===== config.mk =====
export PLATFORM = sky130hd
export DESIGN_NAME = busRegBank
export DESIGN_NICKNAME = d
export VERILOG_FILES = /design/src/rtl/busRegPkg.sv /design/src/rtl/busSync.sv /design/src/rtl/busCtrl.sv /design/src/rtl/busDatapath.sv /design/src/rtl/busRegBank.sv
export SDC_FILE = /design/constraint.sdc
export NUM_CORES = 1
export LEC_CHECK = 0
export ABC_CLOCK_PERIOD_IN_PS = 6000
export BUFFER_PORTS_ARGS = -buffer_cell sky130_fd_sc_hd__buf_2
export CAP_MARGIN = 25
export CORE_UTILIZATION = 61
export DETAILED_ROUTE_END_ITERATION = 10
export GPL_TIMING_DRIVEN = 0
export PLACE_DENSITY = 0.85
export SLEW_MARGIN = 40
export SYNTH_ARGS = -nofsm -noshare
export SYNTH_HDL_FRONTEND = slang
export SYNTH_SLANG_ARGS = --single-unit
export TNS_END_PERCENT = 10

===== constraint.sdc =====
create_clock -name clk -period 6 [get_ports clk]
set_input_delay 1.2 -clock clk [delete_from_list [all_inputs] [get_ports clk]]
set_output_delay 1.2 -clock clk [all_outputs]
set_load 0.02 [all_outputs]

===== src/rtl/busRegPkg.sv =====
package busRegPkg;

  typedef enum logic [3:0] {
    ST_IDLE,
    ST_ADDR,
    ST_ADDR_ACK,
    ST_SUB,
    ST_SUB_ACK,
    ST_WDATA,
    ST_WDATA_ACK,
    ST_RDATA,
    ST_RDATA_ACK
  } busState_e;

  // bus events seen in the system clock domain
  typedef struct packed {
    logic sclRise;
    logic sclFall;
    logic startEv;
    logic stopEv;
    logic sdaBit;
  } busEv_t;

  // strobes from control to datapath
  typedef struct packed {
    logic shiftRx;
    logic loadPtr;
    logic writeReg;
    logic incPtr;
    logic loadTx;
    logic shiftTx;
  } dpStrobe_t;

endpackage


===== src/rtl/busSync.sv =====
module busSync
  import busRegPkg::*;
#(
  parameter int SYNC_STAGES = 2
) (
  input  logic   clk,
  input  logic   rstN,
  input  logic   sclIn,
  input  logic   sdaIn,
  output busEv_t ev
);

  logic [SYNC_STAGES-1:0] sclChain;
  logic [SYNC_STAGES-1:0] sdaChain;
  logic sclPrev;
  logic sdaPrev;
  logic sclNow;
  logic sdaNow;

  // the idle bus level is high, so the chains reset to ones
  generate
    if (SYNC_STAGES == 1) begin : g_single
      always_ff @(posedge clk or negedge rstN) begin
        if (!rstN) begin
          sclChain <= '1;
          sdaChain <= '1;
        end else begin
          sclChain <= sclIn;
          sdaChain <= sdaIn;
        end
      end
    end else begin : g_multi
      always_ff @(posedge clk or negedge rstN) begin
        if (!rstN) begin
          sclChain <= '1;
          sdaChain <= '1;
        end else begin
          sclChain <= {sclChain[SYNC_STAGES-2:0], sclIn};
          sdaChain <= {sdaChain[SYNC_STAGES-2:0], sdaIn};
        end
      end
    end
  endgenerate

  assign sclNow = sclChain[SYNC_STAGES-1];
  assign sdaNow = sdaChain[SYNC_STAGES-1];

  always_ff @(posedge clk or negedge rstN) begin
    if (!rstN) begin
      sclPrev <= 1'b1;
      sdaPrev <= 1'b1;
    end else begin
      sclPrev <= sclNow;
      sdaPrev <= sdaNow;
    end
  end

  always_comb begin
    ev.sclRise = sclNow & ~sclPrev;
    ev.sclFall = ~sclNow & sclPrev;
    ev.startEv = sclNow & sclPrev & sdaPrev & ~sdaNow;
    ev.stopEv  = sclNow & sclPrev & ~sdaPrev & sdaNow;
    ev.sdaBit  = sdaNow;
  end

endmodule


===== src/rtl/busCtrl.sv =====
module busCtrl
  import busRegPkg::*;
#(
  parameter logic [6:0] DEV_ADDR = 7'b1000010
) (
  input  logic      clk,
  input  logic      rstN,
  input  busEv_t    ev,
  input  logic [7:0] rxByte,
  input  logic      txMsb,
  output dpStrobe_t strobe,
  output busState_e state,
  output logic      sdaPullLow
);

  localparam logic [3:0] BITS_PER_BYTE = 4'd8;

  busState_e stateNext;
  logic [3:0] bitCnt, bitCntNext;
  logic ackSeen, ackSeenNext;

  always_ff @(posedge clk or negedge rstN) begin
    if (!rstN) begin
      state   <= ST_IDLE;
      bitCnt  <= '0;
      ackSeen <= 1'b0;
    end else begin
      state   <= stateNext;
      bitCnt  <= bitCntNext;
      ackSeen <= ackSeenNext;
    end
  end

  always_comb begin
    stateNext   = state;
    bitCntNext  = bitCnt;
    ackSeenNext = ackSeen;
    strobe      = '0;
    if (ev.startEv) begin
      stateNext  = ST_ADDR;
      bitCntNext = '0;
    end else if (ev.stopEv) begin
      stateNext  = ST_IDLE;
      bitCntNext = '0;
    end else begin
      unique case (state)
        ST_ADDR, ST_SUB, ST_WDATA: begin
          if (ev.sclRise) begin
            strobe.shiftRx = 1'b1;
            bitCntNext     = bitCnt + 4'd1;
          end else if (ev.sclFall && bitCnt == BITS_PER_BYTE) begin
            bitCntNext = '0;
            if (state == ST_ADDR) begin
              stateNext = (rxByte[7:1] == DEV_ADDR) ? ST_ADDR_ACK : ST_IDLE;
            end else if (state == ST_SUB) begin
              strobe.loadPtr = 1'b1;
              stateNext      = ST_SUB_ACK;
            end else begin
              strobe.writeReg = 1'b1;
              strobe.incPtr   = 1'b1;
              stateNext       = ST_WDATA_ACK;
            end
          end
        end
        ST_ADDR_ACK: begin
          if (ev.sclFall) begin
            if (rxByte[0]) begin
              stateNext = ST_SUB;
            end else begin
              strobe.loadTx = 1'b1;
              stateNext     = ST_RDATA;
            end
          end
        end
        ST_SUB_ACK, ST_WDATA_ACK: begin
          if (ev.sclFall) stateNext = ST_WDATA;
        end
        ST_RDATA: begin
          if (ev.sclRise) begin
            bitCntNext = bitCnt + 4'd1;
          end else if (ev.sclFall) begin
            if (bitCnt == BITS_PER_BYTE) begin
              bitCntNext = '0;
              stateNext  = ST_RDATA_ACK;
            end else begin
              strobe.shiftTx = 1'b1;
            end
          end
        end
        ST_RDATA_ACK: begin
          if (ev.sclRise) begin
            ackSeenNext   = ~ev.sdaBit;
            strobe.incPtr = 1'b1;
          end else if (ev.sclFall) begin
            if (ackSeen) begin
              strobe.loadTx = 1'b1;
              stateNext     = ST_RDATA;
            end else begin
              stateNext = ST_IDLE;
            end
          end
        end
        default: begin
          stateNext  = ST_IDLE;
          bitCntNext = '0;
        end
      endcase
    end
  end

  always_comb begin
    unique case (state)
      ST_ADDR_ACK, ST_SUB_ACK, ST_WDATA_ACK: sdaPullLow = 1'b1;
      ST_RDATA:                              sdaPullLow = ~txMsb;
      default:                               sdaPullLow = 1'b0;
    endcase
  end

endmodule


===== src/rtl/busDatapath.sv =====
module busDatapath
  import busRegPkg::*;
#(
  parameter int NUM_REGS = 8,
  localparam int PTR_W = $clog2(NUM_REGS),
  localparam int FLAT_W = NUM_REGS * 8
) (
  input  logic              clk,
  input  logic              rstN,
  input  logic              sdaBit,
  input  dpStrobe_t         strobe,
  output logic [7:0]        rxByte,
  output logic              txMsb,
  output logic [FLAT_W-1:0] regFlat
);

  localparam logic [PTR_W-1:0] PTR_ONE = 1;

  logic [7:0] rxShift;
  logic [7:0] txShift;
  logic [PTR_W-1:0] ptr;
  logic [7:0] regFile [NUM_REGS];

  always_ff @(posedge clk or negedge rstN) begin
    if (!rstN) rxShift <= '0;
    else if (strobe.shiftRx) rxShift <= {rxShift[6:0], sdaBit};
  end

  always_ff @(posedge clk or negedge rstN) begin
    if (!rstN) ptr <= '0;
    else if (strobe.loadPtr) ptr <= rxShift[PTR_W-1:0];
    else if (strobe.incPtr) ptr <= ptr + PTR_ONE;
  end

  always_ff @(posedge clk or negedge rstN) begin
    if (!rstN) txShift <= '1;
    else if (strobe.loadTx) txShift <= regFile[ptr];
    else if (strobe.shiftTx) txShift <= {txShift[6:0], 1'b1};
  end

  generate
    for (genvar i = 0; i < NUM_REGS; i++) begin : g_reg
      always_ff @(posedge clk or negedge rstN) begin
        if (!rstN) regFile[i] <= '0;
        else if (strobe.writeReg && ptr == PTR_W'(i)) regFile[i] <= rxShift;
      end
      assign regFlat[i*8 +: 8] = regFile[i];
    end
  endgenerate

  assign rxByte = rxShift;
  assign txMsb  = txShift[7];

endmodule


===== src/rtl/busRegBank.sv =====
module busRegBank
  import busRegPkg::*;
#(
  parameter int         NUM_REGS    = 8,
  parameter int         SYNC_STAGES = 2,
  parameter logic [6:0] DEV_ADDR    = 7'b1000010
) (
  input  logic                  clk,
  input  logic                  rstN,
  input  logic                  sclIn,
  input  logic                  sdaIn,
  output logic                  sdaPullLow,
  output logic [NUM_REGS*8-1:0] regFlat
);

  busEv_t    busEv;
  dpStrobe_t strobe;
  busState_e ctrlState;
  logic [7:0] rxByte;
  logic      txMsb;
  logic      startEvt;
  logic      stopEvt;

  busSync #(.SYNC_STAGES(SYNC_STAGES)) u_sync (
    .clk   (clk),
    .rstN  (rstN),
    .sclIn (sclIn),
    .sdaIn (sdaIn),
    .ev    (busEv)
  );

  busCtrl #(.DEV_ADDR(DEV_ADDR)) u_ctrl (
    .clk        (clk),
    .rstN       (rstN),
    .ev         (busEv),
    .rxByte     (rxByte),
    .txMsb      (txMsb),
    .strobe     (strobe),
    .state      (ctrlState),
    .sdaPullLow (sdaPullLow)
  );

  busDatapath #(.NUM_REGS(NUM_REGS)) u_dp (
    .clk     (clk),
    .rstN    (rstN),
    .sdaBit  (busEv.sdaBit),
    .strobe  (strobe),
    .rxByte  (rxByte),
    .txMsb   (txMsb),
    .regFlat (regFlat)
  );

  assign startEvt = busEv.startEv;
  assign stopEvt  = busEv.stopEv;

endmodule


==> results of run 1 <==
## how the worst min path moves through the flow
| stage | from | endpoint | slack [ps] | cells past startpoint |
|---|---|---|---|---|
| after floorplan | u_sync.sclChain[0] | u_sync.sclChain[1] | 350 | 0 |
| after global placement | u_sync.sdaChain[0] | u_sync.sdaChain[1] | 350 | 0 |
| after detailed placement | u_sync.sclChain[0] | u_sync.sclChain[1] | 350 | 0 |
| after CTS | u_sync.sclChain[0] | u_sync.sclChain[1] | 360 | 0 |
| after global routing | u_sync.sdaChain[0] | u_sync.sdaChain[1] | 370 | 0 |
| final | u_sync.sdaChain[0] | u_sync.sdaChain[1] | 360 | 0 |
## worst max-delay path, cell delays in order, from the launching register on
cell	delay, ps
sky130_fd_sc_hd__dfrtp_1	340
sky130_fd_sc_hd__clkbuf_1	340
sky130_fd_sc_hd__inv_1	210
sky130_fd_sc_hd__o21ai_0	200
sky130_fd_sc_hd__a2bb2oi_1	80
sky130_fd_sc_hd__nor2_1	80
sky130_fd_sc_hd__buf_2	170
## logic make-up (layout without fill, tap and decap cells)
kind of cell    after synthesis  in the layout  share of synthesized area (%)
xor+xnor                      3              3                          0.566
simple gates                 61             61                           7.38
mux                         103            103                           28.5
flops                        98             98                           53.2
buf+inv                      27            112                           2.29
fa+ha+maj                     8              8                           2.16
compound gates               45             45                           5.87
## where the power goes
group / internal [uW] / switching (uW) / leakage [uW]
Clock: 208 / 239 / 0.0000995
Combinational: 42.5 / 101 / 0.00134
Sequential: 686 / 16.6 / 0.00131
## metal layers
layer  vias to the layer above  share of wire [%]
met2                       109                 52
met1                      1637                 40
met4                         0                2.9
met3                        23                5.2
met5                         -                  0
li1                       1418                  -
## sequential cells by signal, indices dropped and copies added (netlist names)
signal and count:
u_ctrl.bitCnt 4, u_dp.ptr 3, u_ctrl.state 4, u_sync.sdaPrev 1, u_dp.rxByte 8, u_dp.regFlat 64
u_sync.sclChain 2, u_sync.sclPrev 1, u_sync.sdaChain 2, u_dp.txShift 8, u_ctrl.ackSeen 1
## through the flow
stage                     worst slack (ps)  utilization, %  total power, uW  instances
after global placement                2800            70.0              844        512
after CTS                             3040            73.4             1300        529
after detailed placement              3280            70.6              854        513
final                                 3030            73.5             1290        529
after global routing                  2810            73.5             1340        529
after floorplan                       3590               -              796        345
## synth_stat cells (all sizes together), types with 2 or more instances
cell type,count,share of area (%)
dfrtp,84,45
mux2,75,18
a21oi,16,1.7
mux4,16,7.8
nand2,16,1.5
clkbuf,14,1.1
dfstp,14,7.9
mux2i,12,2.6
nor2,11,0.89
o21ai,11,1.2
and2,8,1.1
ha,8,2.2
inv,8,0.65
a211oi,7,1.1
nand3,6,0.65
buf,5,0.51
nand2b,5,0.67
nor2b,4,0.54
a21o,2,0.32
nand4,2,0.27
nor4,2,0.59
o211ai,2,0.32
xnor2,2,0.38
## final cells by class
cell class	instances	area, sq um
clock buffers	10	138
well taps	99	124
plain buffers	19	76.3
flip-flops and latches	98	2470
repair buffers	69	378
clock inverters	6	71.3
inverters	8	30.0
multi-input cells	220	2070
fillers	489	1930
==> flow_results.org, run 1 <==
** Status
- Status :: finished clean

** Global route
- Global-route wire length before repair :: 16500 um
- Top Usage Layer GRT :: met2
- Met2 global-route usage :: 48.6%
- Global routing consumed, over all layers together, 28.9% of the routing resources.
- Maximum number of pins on one net before global-route repair :: 76
- Met1 layer usage reported by global route :: 36.3%
- Vias in the first global route :: 3262
- For this run, global-route usage on met3 was measured as 6.93%.
- Total grt overflow :: 0
- The initial antenna violation count was 0.

** Synthesis
- For this run, the number of Yosys warnings is 0.
- Post-synthesis sequential area ratio :: 53.2%
- In this run, synthesis inferred 0 flip-flops with an integrated enable.
- Cell area after synthesis :: 4640 sq um
- Synthesized instance count :: 345
- When the netlist entered floorplanning its net count stood at 357.
- Synthesized area divided by synthesized cell count :: 13.5 sq um
- In this run, synthesis produced a sequential element count of 98.
- Post-synthesis async set-or-reset flop share :: 100%
- The netlist uses 43 different library cells.
- Most frequently used flop master after synthesis :: sky130_fd_sc_hd__dfrtp_1

** Critical path
- The worst register-to-register path ends at u_dp.regFlat[39].
- The worst register-to-register path has a depth of 6.
- Type of element capturing the critical path :: output port
- CP startpoint kind :: flip-flop
- Required time of the worst setup path :: 4800 ps
- R2r setup slk :: 3250 ps
- Following the worst setup path forward leads to its endpoint at sdaPullLow.
- The critical path starts at u_ctrl.state[2].
- Data arrival time at the worst-slack endpoint :: 1770 ps
- In this run the worst path has a maximum fanout of 10.
- Origin of the critical flop-to-flop path :: u_dp.ptr[1]
- Critical path type :: reg -> out

** Pwr
- Power spread over the standard cell area amounts to 241 nW/um^2.
- In this run the static leakage power is 0.00275 uW.
- Worst IR Drop VDD :: 125 uV

** Placement
- During placement, the flow inserted port buffers numbering 68.
- The congestion estimate from routability-driven global placement came to 0.934.
- HPWL after DPL :: 7090 um
- Post-detailed-placement cell area :: 5140 sq um

** Floorplan
- Measured along the y axis, the die boundary spans 89.2 um.
- DIE WIDTH :: 89.2 um
- Core footprint :: 7290 sq um
- Row Count :: 31
- The floorplan step defined a die boundary enclosing 7960 sq um.
- In this run the count of I/O pins placed on the die edge is 69.
- Once the floorplan was initialized, standard cells occupied 63.7% of the core.

** Timing
- After routing, the total negative slack on setup checks comes to 0 ps.
- Final Critical Period :: 2970 ps
- Setup repair after global routing left no endpoint under its margin.
- After layout, the worst path uses 49.6% of the clock period.
- At the pin with the least slew margin, the transition time is 663 ps.
- Between clock sinks in the finished design, the worst skew comes to 10.8 ps.
- Total of endpoints with negative setup slack in the final report :: 0
- Hold slack final :: 361 ps
- Pins Over Slew Limit :: 0
- Endpoints failing hold :: 0
- Worst rel slew slack :: 55.6%
- Max Clock Freq :: 336 MHz

** Clock network
- Buffer levels on the longest clock path :: 2
- Buffer type at the clock tree root :: sky130_fd_sc_hd__clkbuf_8
- TritonCTS built the clock tree.
- Clock tree synthesis found a total of 98 sinks.
- Post-CTS timing repair inserted 0 buffers for setup.
- For the worst-skew pair, the clock arrives at the later sink with an insertion delay of 370 ps.
- Depth of the CTS H-tree :: 3
- Clock buffer count from CTS :: 9
- Clock-pin slew was measured on the worst setup and hold paths at 100 ps.
- Post-CTS repair changed the size of 0 cells.
- In this run, post-CTS hold repair placed 0 buffers.

** Routing
- Drt wl/cell :: 19.8 um
- Detailed Routing Iterations Pass 1 :: 4
- In the routed design, unresolved DRC markers number 0.
- Dividing the detail-routed via count by the number of cells gives 6.02.
- Total wirelength of the detailed-routed design :: 10500 um
- Once detail routing completed, the nets flagged for antenna violations numbered 0.
- The detailed router placed 3187 vias in this run.
- Initial drt markers :: 173

** Finish
- Compared with the post-synthesis result, the final layout area differs by 15.4%.
- Post-layout nets :: 437
- Most common library cell in the layout ignoring fill and taps :: sky130_fd_sc_hd__dfrtp_1
- The top cell types in the final layout, fill and taps aside, are 84 x sky130_fd_sc_hd__dfrtp_1, 72 x sky130_fd_sc_hd__mux2_2, 71 x sky130_fd_sc_hd__buf_2.
- The number of antenna diodes in the final layout is 0.
- Finished Cell Area :: 5360 sq um
- Share of cells above drive strength 1 :: 45.8%

** Min path
- Worst Hold Class :: reg -> reg

** Flow run
- The tool flagged a number of max-cap violations equal to 0.
(Power assumes the default switching activity.)
==> run 2: changes to the inputs <==
Settings changed: ABC_CLOCK_PERIOD_IN_PS 6000 to 3100, CORE_UTILIZATION 61 to 57, PLACE_DENSITY 0.85 to 0.8.
Clock period 6 ns to 3.1 ns, I/O delays scaled along.
==> run 2 against run 1 <==
Compared with the run above: total power is 92% higher; first-iteration DRC count is 24% lower; critical endpoint is now u_dp.regFlat[42]; combinational power is 87% higher; sequential power is 94% higher.
==> flow_results.org, run 2 (synthesis gave the netlist of run 1 again) <==
** Status
- Status :: finished clean

** Critical path
- Worst setup startpoint :: u_dp.ptr[1]
- STA puts the critical path data arrival time at 3020 ps.
- In this design, the stage delay of the slowest critical-path cell is 570 ps.
- The worst register-to-register path has a depth of 6.
- R2R Path End :: u_dp.regFlat[42]
- In this run the critical register-to-register path is launched from u_dp.ptr[1].
- CP startpoint kind :: flip-flop
- Among all stages on the critical path, the largest delay is contributed by sky130_fd_sc_hd__buf_1.
- STA classifies the critical path endpoint as a flip-flop.
- Critical path type :: reg -> reg
- Data on the critical path is required at its endpoint by 3350 ps.
- Biggest fanout along the worst timing path :: 10
- The critical path ends at u_dp.regFlat[42].
- The signal on the critical path passes through clkbuf_1 > buf_1 > inv_1 > ha_1 > nand3_1 > mux2_2.
- R2r setup slk :: 340 ps

** Pwr
- Across the VDD grid, the largest voltage drop is 294 uV.
- Dividing total power by cell area gives a power density of 463 nW/um^2.
- Leakage power :: 0.00275 uW

** Finish
- Counting the fill cells in the layout gives 576.
- Post-layout nets :: 437
- Diodes inserted :: 0
- Commonest non-fill, non-tap cells in the layout :: 84 x sky130_fd_sc_hd__dfrtp_1, 72 x sky130_fd_sc_hd__mux2_2, 71 x sky130_fd_sc_hd__buf_2
- The register with the most flip-flops in the layout has 64 of them.
- Relative to the synthesized area, the layout overhead comes to 15.3%.
- Leaving out fill and tap cells, the most frequent cell in the layout is sky130_fd_sc_hd__dfrtp_1.
- Cells with a size suffix above 1 make up 45.3% of the layout.

** Clock network
- Counting along the longest clock path gives a buffer depth of 2.
- Post-CTS timing repair inserted 0 buffers for setup.
- Clock-pin slew was measured on the worst setup and hold paths at 90 ps.
- Buffer type at the clock tree root :: sky130_fd_sc_hd__clkbuf_8
- TritonCTS built the clock tree.
- After clock tree synthesis, the flow added hold-fix buffers numbering 0.
- Gates resized during post-CTS repair numbered 0.
- Clock Sinks :: 98
- Clock network latency to the later pin of the worst-skew pair :: 370 ps
- Clock buffer count from CTS :: 9
- Depth of the CTS H-tree :: 3

** Routing
- Remaining design rule violation count :: 0
- The first TritonRoute pass finished after 4 iterations.
- Dividing the detail-routed wire length by the instance count gives 19.3 um.
- Dividing the detail-routed via count by the number of cells gives 5.89.
- For this block, the via count after detailed routing is 3135.
- In this run, the number of DRC markers left after iteration 0 of detailed routing was 131.
- Post-route ant nets :: 0
- Total wirelength of the detailed-routed design :: 10300 um

** Timing
- Unrepaired setup endpoints after global routing :: no
- Hold slack final :: 92.2 ps
- Worst rel slew slack :: 48.3%
- Endpoints failing hold :: 0
- Setup total negative slack :: 0 ps
- The number of max-slew violations in the final report is 0.
- Clock Skew :: 12.7 ps
- After layout, the minimum clock period comes to 2760 ps.
- Setup violations remaining at the end of the flow were counted as 0.
- Timing would allow up to 362 MHz.
- The final critical path takes up 89.2% of the cycle.
- At the pin with the least slew margin, the transition time is 770 ps.

** Global route
- After global routing the overflow that remains totals 0.
- Overall global routing resource usage :: 26.1%
- Vias in the first global route :: 3283
- Initial antenna violation count :: 0
- The first global-routing pass estimated 16700 um of wire.
- Entering global routing, the biggest net connects 69 pins.

** Floorplan
- Measured along the y axis, the die boundary spans 92.3 um.
- DIE WIDTH :: 92.3 um
- The die covers 8510 sq um.
- # IOs :: 69
- Row Count :: 32
- For this configuration, the core starts out at a cell density of 59.5%.
- The core region is 7810 sq um.

** Placement
- HPWL after DPL :: 7300 um
- Routability congestion estimate :: 0.865
- During placement, the flow inserted port buffers numbering 68.

** Min path
- In this run the worst hold path is classified as in -> async.

** Flow run
- Total of max-cap violations :: 0
## run 2: cell types whose count changed in the layout (fill, tap and decap cells not counted), sizes merged
cell	previous run	this run
clkinvlp	2	1
clkinv	1	2
## run 2: worst max-delay path, delay by kind of cell, from the launching register on
kind          cells  cell delay [ps]
flops             1              390
mux               1              400
fa+ha+maj         1              250
simple gates      1              360
buf+inv           3             1230
## run 2: how the worst min path moves through the flow
stage                       start                 end  slack (ps)  cells after the start
5_1_grt                      rstN     u_ctrl.state[0]         100                      1
3_5_place_dp   u_sync.sdaChain[0]  u_sync.sdaChain[1]         350                      0
3_3_place_gp   u_sync.sclChain[0]  u_sync.sclChain[1]         350                      0
4_1_cts                      rstN     u_ctrl.state[0]          90                      1
6_report                     rstN     u_ctrl.state[0]          90                      1
2_1_floorplan                rstN      u_ctrl.ackSeen         320                      0
## run 2: area by class of cell
| type | count | area [sq um] | area share, % |
|---|---|---|---|
| clock buffer | 10 | 128 | 2.38 |
| clock inverter | 6 | 75.1 | 1.40 |
| tap | 102 | 128 | 2.38 |
| sequential | 98 | 2470 | 46.2 |
| multi-input combinational | 220 | 2070 | 38.6 |
| inverter | 8 | 30.0 | 0.561 |
| buffer | 19 | 76.3 | 1.43 |
| timing repair buffer | 69 | 378 | 7.06 |
## run 2: routing by layer
metal  track usage [%]  vias to the layer above  share of wire (%)
met5                 0                        -                  0
met4              12.4                        0                2.6
met3              4.48                       18                4.0
met2              43.8                       74                 51
met1              33.1                     1623                 43
li1                  -                     1420                  -
## run 2: per-stage QoR
step                power (uW)  std cells  utilization (%)  instance area, sq um  setup slack, ps
detailed placement        1650        516             65.9                  5150              377
finish                    2480        532             68.5                  5350              336
CTS                       2500        532             68.5                  5350              351
global placement          1630        515             65.5                  5110              406
global route              2570        532             68.5                  5350              233
floorplan                 1540        345                -                  4640             1060
## run 2: report_power, final
group	total [uW]	switching, uW	internal [uW]
clock network	853	468	385
logic	267	185	81.9
registers	1360	30.3	1330
==> run 3: changes to the inputs <==
Settings changed: GPL_TIMING_DRIVEN 0 to 1.
==> run 3 against run 2 <==
Compared with the run above: via count is 1.8% lower; setup slack improved by 400 ps; register-to-register slack gained 400 ps; worst hold slack better by 180 ps; sequential share of layout area is 0.50 points higher; sequential cell count unchanged; die area unchanged; non-clock buffer count decreased by 15; final area is 1.1% lower.
==> flow_results.org, run 3 (synthesis gave the netlist of run 1 again) <==
** Status
- The flow ran to the end, and the final reports show no timing, DRC or antenna violations.

** Global route
- The initial antenna violation count came to 0.
- The via count of the first global-routing pass is 3155.
- Global-route wire length before repair :: 17100 um
- Entering global routing, the biggest net connects 53 pins.
- Summed over all layers, the global routing overflow is 0.
- Across every metal layer, demand over resource in global routing totals 26.6%.

** Timing
- Max Clock Freq :: 422 MHz
- Worst rel slew slack :: 47.4%
- Setup violations remaining at the end of the flow were counted as 0.
- Unrepaired setup endpoints after global routing :: no
- At the pin with the least slew margin, the transition time is 784 ps.
- Endpoints failing hold :: 0
- The number of max-slew violations in the final report is 0.
- Setup total negative slack :: 0 ps
- The clock arrives with 12.3 ps of skew.
- Final Critical Period :: 2370 ps
- Hold slack final :: 274 ps
- Share of the cycle needed by the critical path after routing :: 76.4%

** Critical path
- STA classifies the critical path endpoint as a flip-flop.
- Biggest fanout along the worst timing path :: 8
- CP max-delay cell :: sky130_fd_sc_hd__nor4_4
- CP startpoint kind :: flip-flop
- Crit path largest cell delay :: 490 ps
- For the worst setup path, the data required time is 3340 ps.
- Critical path type :: reg -> reg
- Walking the worst path, the cells encountered are inv_1 > ha_1 > nand3b_1 > nor4_4 > nand3_1 > mux2_2.
- Data arrival time at the worst-slack endpoint :: 2610 ps

** Floorplan
- The die is 92.3 um wide.
- Row Count :: 32
- Die area :: 8510 sq um
- For this design the top-level I/O count stands at 69.
- The initial utilization of the core area, before any placement, comes to 59.5%.
- Overall die height :: 92.3 um
- Core footprint :: 7810 sq um

** Finish
- Commonest non-fill, non-tap cells in the layout :: 84 x sky130_fd_sc_hd__dfrtp_1, 72 x sky130_fd_sc_hd__mux2_2, 67 x sky130_fd_sc_hd__buf_2
- Number of flip-flops in the largest register :: 64
- Post-layout nets :: 422
- Area taken by multi-input logic gates :: 2070 sq um
- Diodes inserted :: 0
- Area taken by flip-flops and latches :: 2470 sq um
- The library cell used most frequently in the layout, excluding fill and tap cells, is sky130_fd_sc_hd__dfrtp_1.
- The layout has 575 filler cells.
- The post-route netlist has 47.2% of its cells at a drive strength greater than 1.
- Relative to the synthesized area, the layout overhead comes to 14.0%.

** Pwr
- Power density over the cells :: 467 nW/um^2
- The analysis attributes to cell leakage a power of 0.00273 uW.
- Worst IR Drop VDD :: 262 uV

** Placement
- At the end of routability-driven placement, the weighted congestion stood at 0.910.
- Once detailed placement completed, the half-perimeter wirelength came to 7360 um.
- During placement, the flow inserted port buffers numbering 68.

** Clock network
- After clock tree synthesis, the clock-pin slew on the worst setup and hold paths is 100 ps.
- Clock network latency to the later pin of the worst-skew pair :: 360 ps
- TritonCTS built the clock tree.
- Clock buffer count from CTS :: 9
- Clock tree synthesis found a total of 98 sinks.
- After clock tree synthesis, the repair step resized 0 gates.
- Depth of the CTS H-tree :: 3
- No sink is reached through more buffers than the 2 on the longest clock path.
- After clock tree synthesis, the flow added hold-fix buffers numbering 0.
- CTS placed an instance of sky130_fd_sc_hd__clkbuf_8 at the clock tree root.
- Buffers added to address setup during post-CTS repair amount to 0.

** Routing
- The first detailed-routing pass took 6 iterations.
- Summed over all layers, the routed wires come to 10400 um.
- Post-route ant nets :: 0
- In the routed design, unresolved DRC markers number 0.
- After the first detailed-routing iteration, the DRC count stood at 188.
- The final route contains 3080 vias.
- In the final routed layout, each cell accounts on average for 20.1 um.
- Avg Vias per Cell :: 5.96

** Min path
- Worst Hold Class :: in -> async

** Flow run
- Max-cap violations in this run came to 0.
[run 3: cell count changes in the layout (fill, tap and decap cells not counted)]
cell,change
sky130_fd_sc_hd__clkbuf_1,-15
sky130_fd_sc_hd__buf_4,+5
sky130_fd_sc_hd__clkinv_2,+1
sky130_fd_sc_hd__buf_12,+1
sky130_fd_sc_hd__inv_8,+1
sky130_fd_sc_hd__buf_16,-1
sky130_fd_sc_hd__buf_1,-1
sky130_fd_sc_hd__inv_6,+1
sky130_fd_sc_hd__buf_2,-4
sky130_fd_sc_hd__buf_8,-1
sky130_fd_sc_hd__clkinv_4,-2
[run 3: metal layers]
metal,global-route usage (%),vias to the layer above,part of all wire (%)
li1,-,1388,-
met1,35.7,1594,43
met2,44.5,86,52
met3,4.48,12,3.8
met4,7.81,0,1.5
met5,0,-,0
[run 3: power breakdown]
part	switching (uW)	leakage [uW]	total (uW)	internal, uW
Clock	480	0.000104	870	389
Combinational	68.5	0.00132	132	63.4
Sequential	147	0.00131	1470	1330
Total	696	0.00273	2470	1780
[run 3: critical path, delay by kind of cell (launching register included)]
kind	cells	cell delay, ps
buffers and inverters	1	80
AND/OR/NAND/NOR	3	1160
flip-flops	1	440
multiplexers	1	430
adder cells (fa/ha/maj)	1	140
[run 3: worst paths after layout]
check	start	end	slack [ps]	depth (start not counted)
worst max-delay path	u_ctrl.bitCnt[0]	u_dp.regFlat[32]	730	6
worst min-delay path	rstN	u_dp.regFlat[25]	270	1
worst max register to register	u_ctrl.bitCnt[0]	u_dp.regFlat[32]	730	6
worst min register to register	u_sync.sclChain[0]	u_sync.sclChain[1]	360	0
max in group asynchronous	rstN	u_dp.txShift[5]	2050	2
min in group clk	sclIn	u_sync.sclChain[0]	340	1
[run 3: cell type report]
type                            instances  area share [%]
Sequential cell                        98            46.7
Inverter                                8           0.567
Tap cell                              102            2.41
Clock buffer                            9            2.34
Multi-Input combinational cell        220            39.0
Clock inverter                          7            1.56
Timing Repair Buffer                   73            7.42
[run 3: metrics by stage]
stage | area [sq um] | worst slack (ps) | total power [uW] | utilization (%) | instances
3_3_place_gp | 5090 | 908 | 1620 | 65.2 | 501
5_1_grt | 5290 | 605 | 2570 | 67.8 | 517
2_1_floorplan | 4640 | 1060 | 1540 | - | 345
6_report | 5290 | 732 | 2470 | 67.8 | 517
3_5_place_dp | 5090 | 783 | 1630 | 65.2 | 501
4_1_cts | 5290 | 753 | 2480 | 67.8 | 517
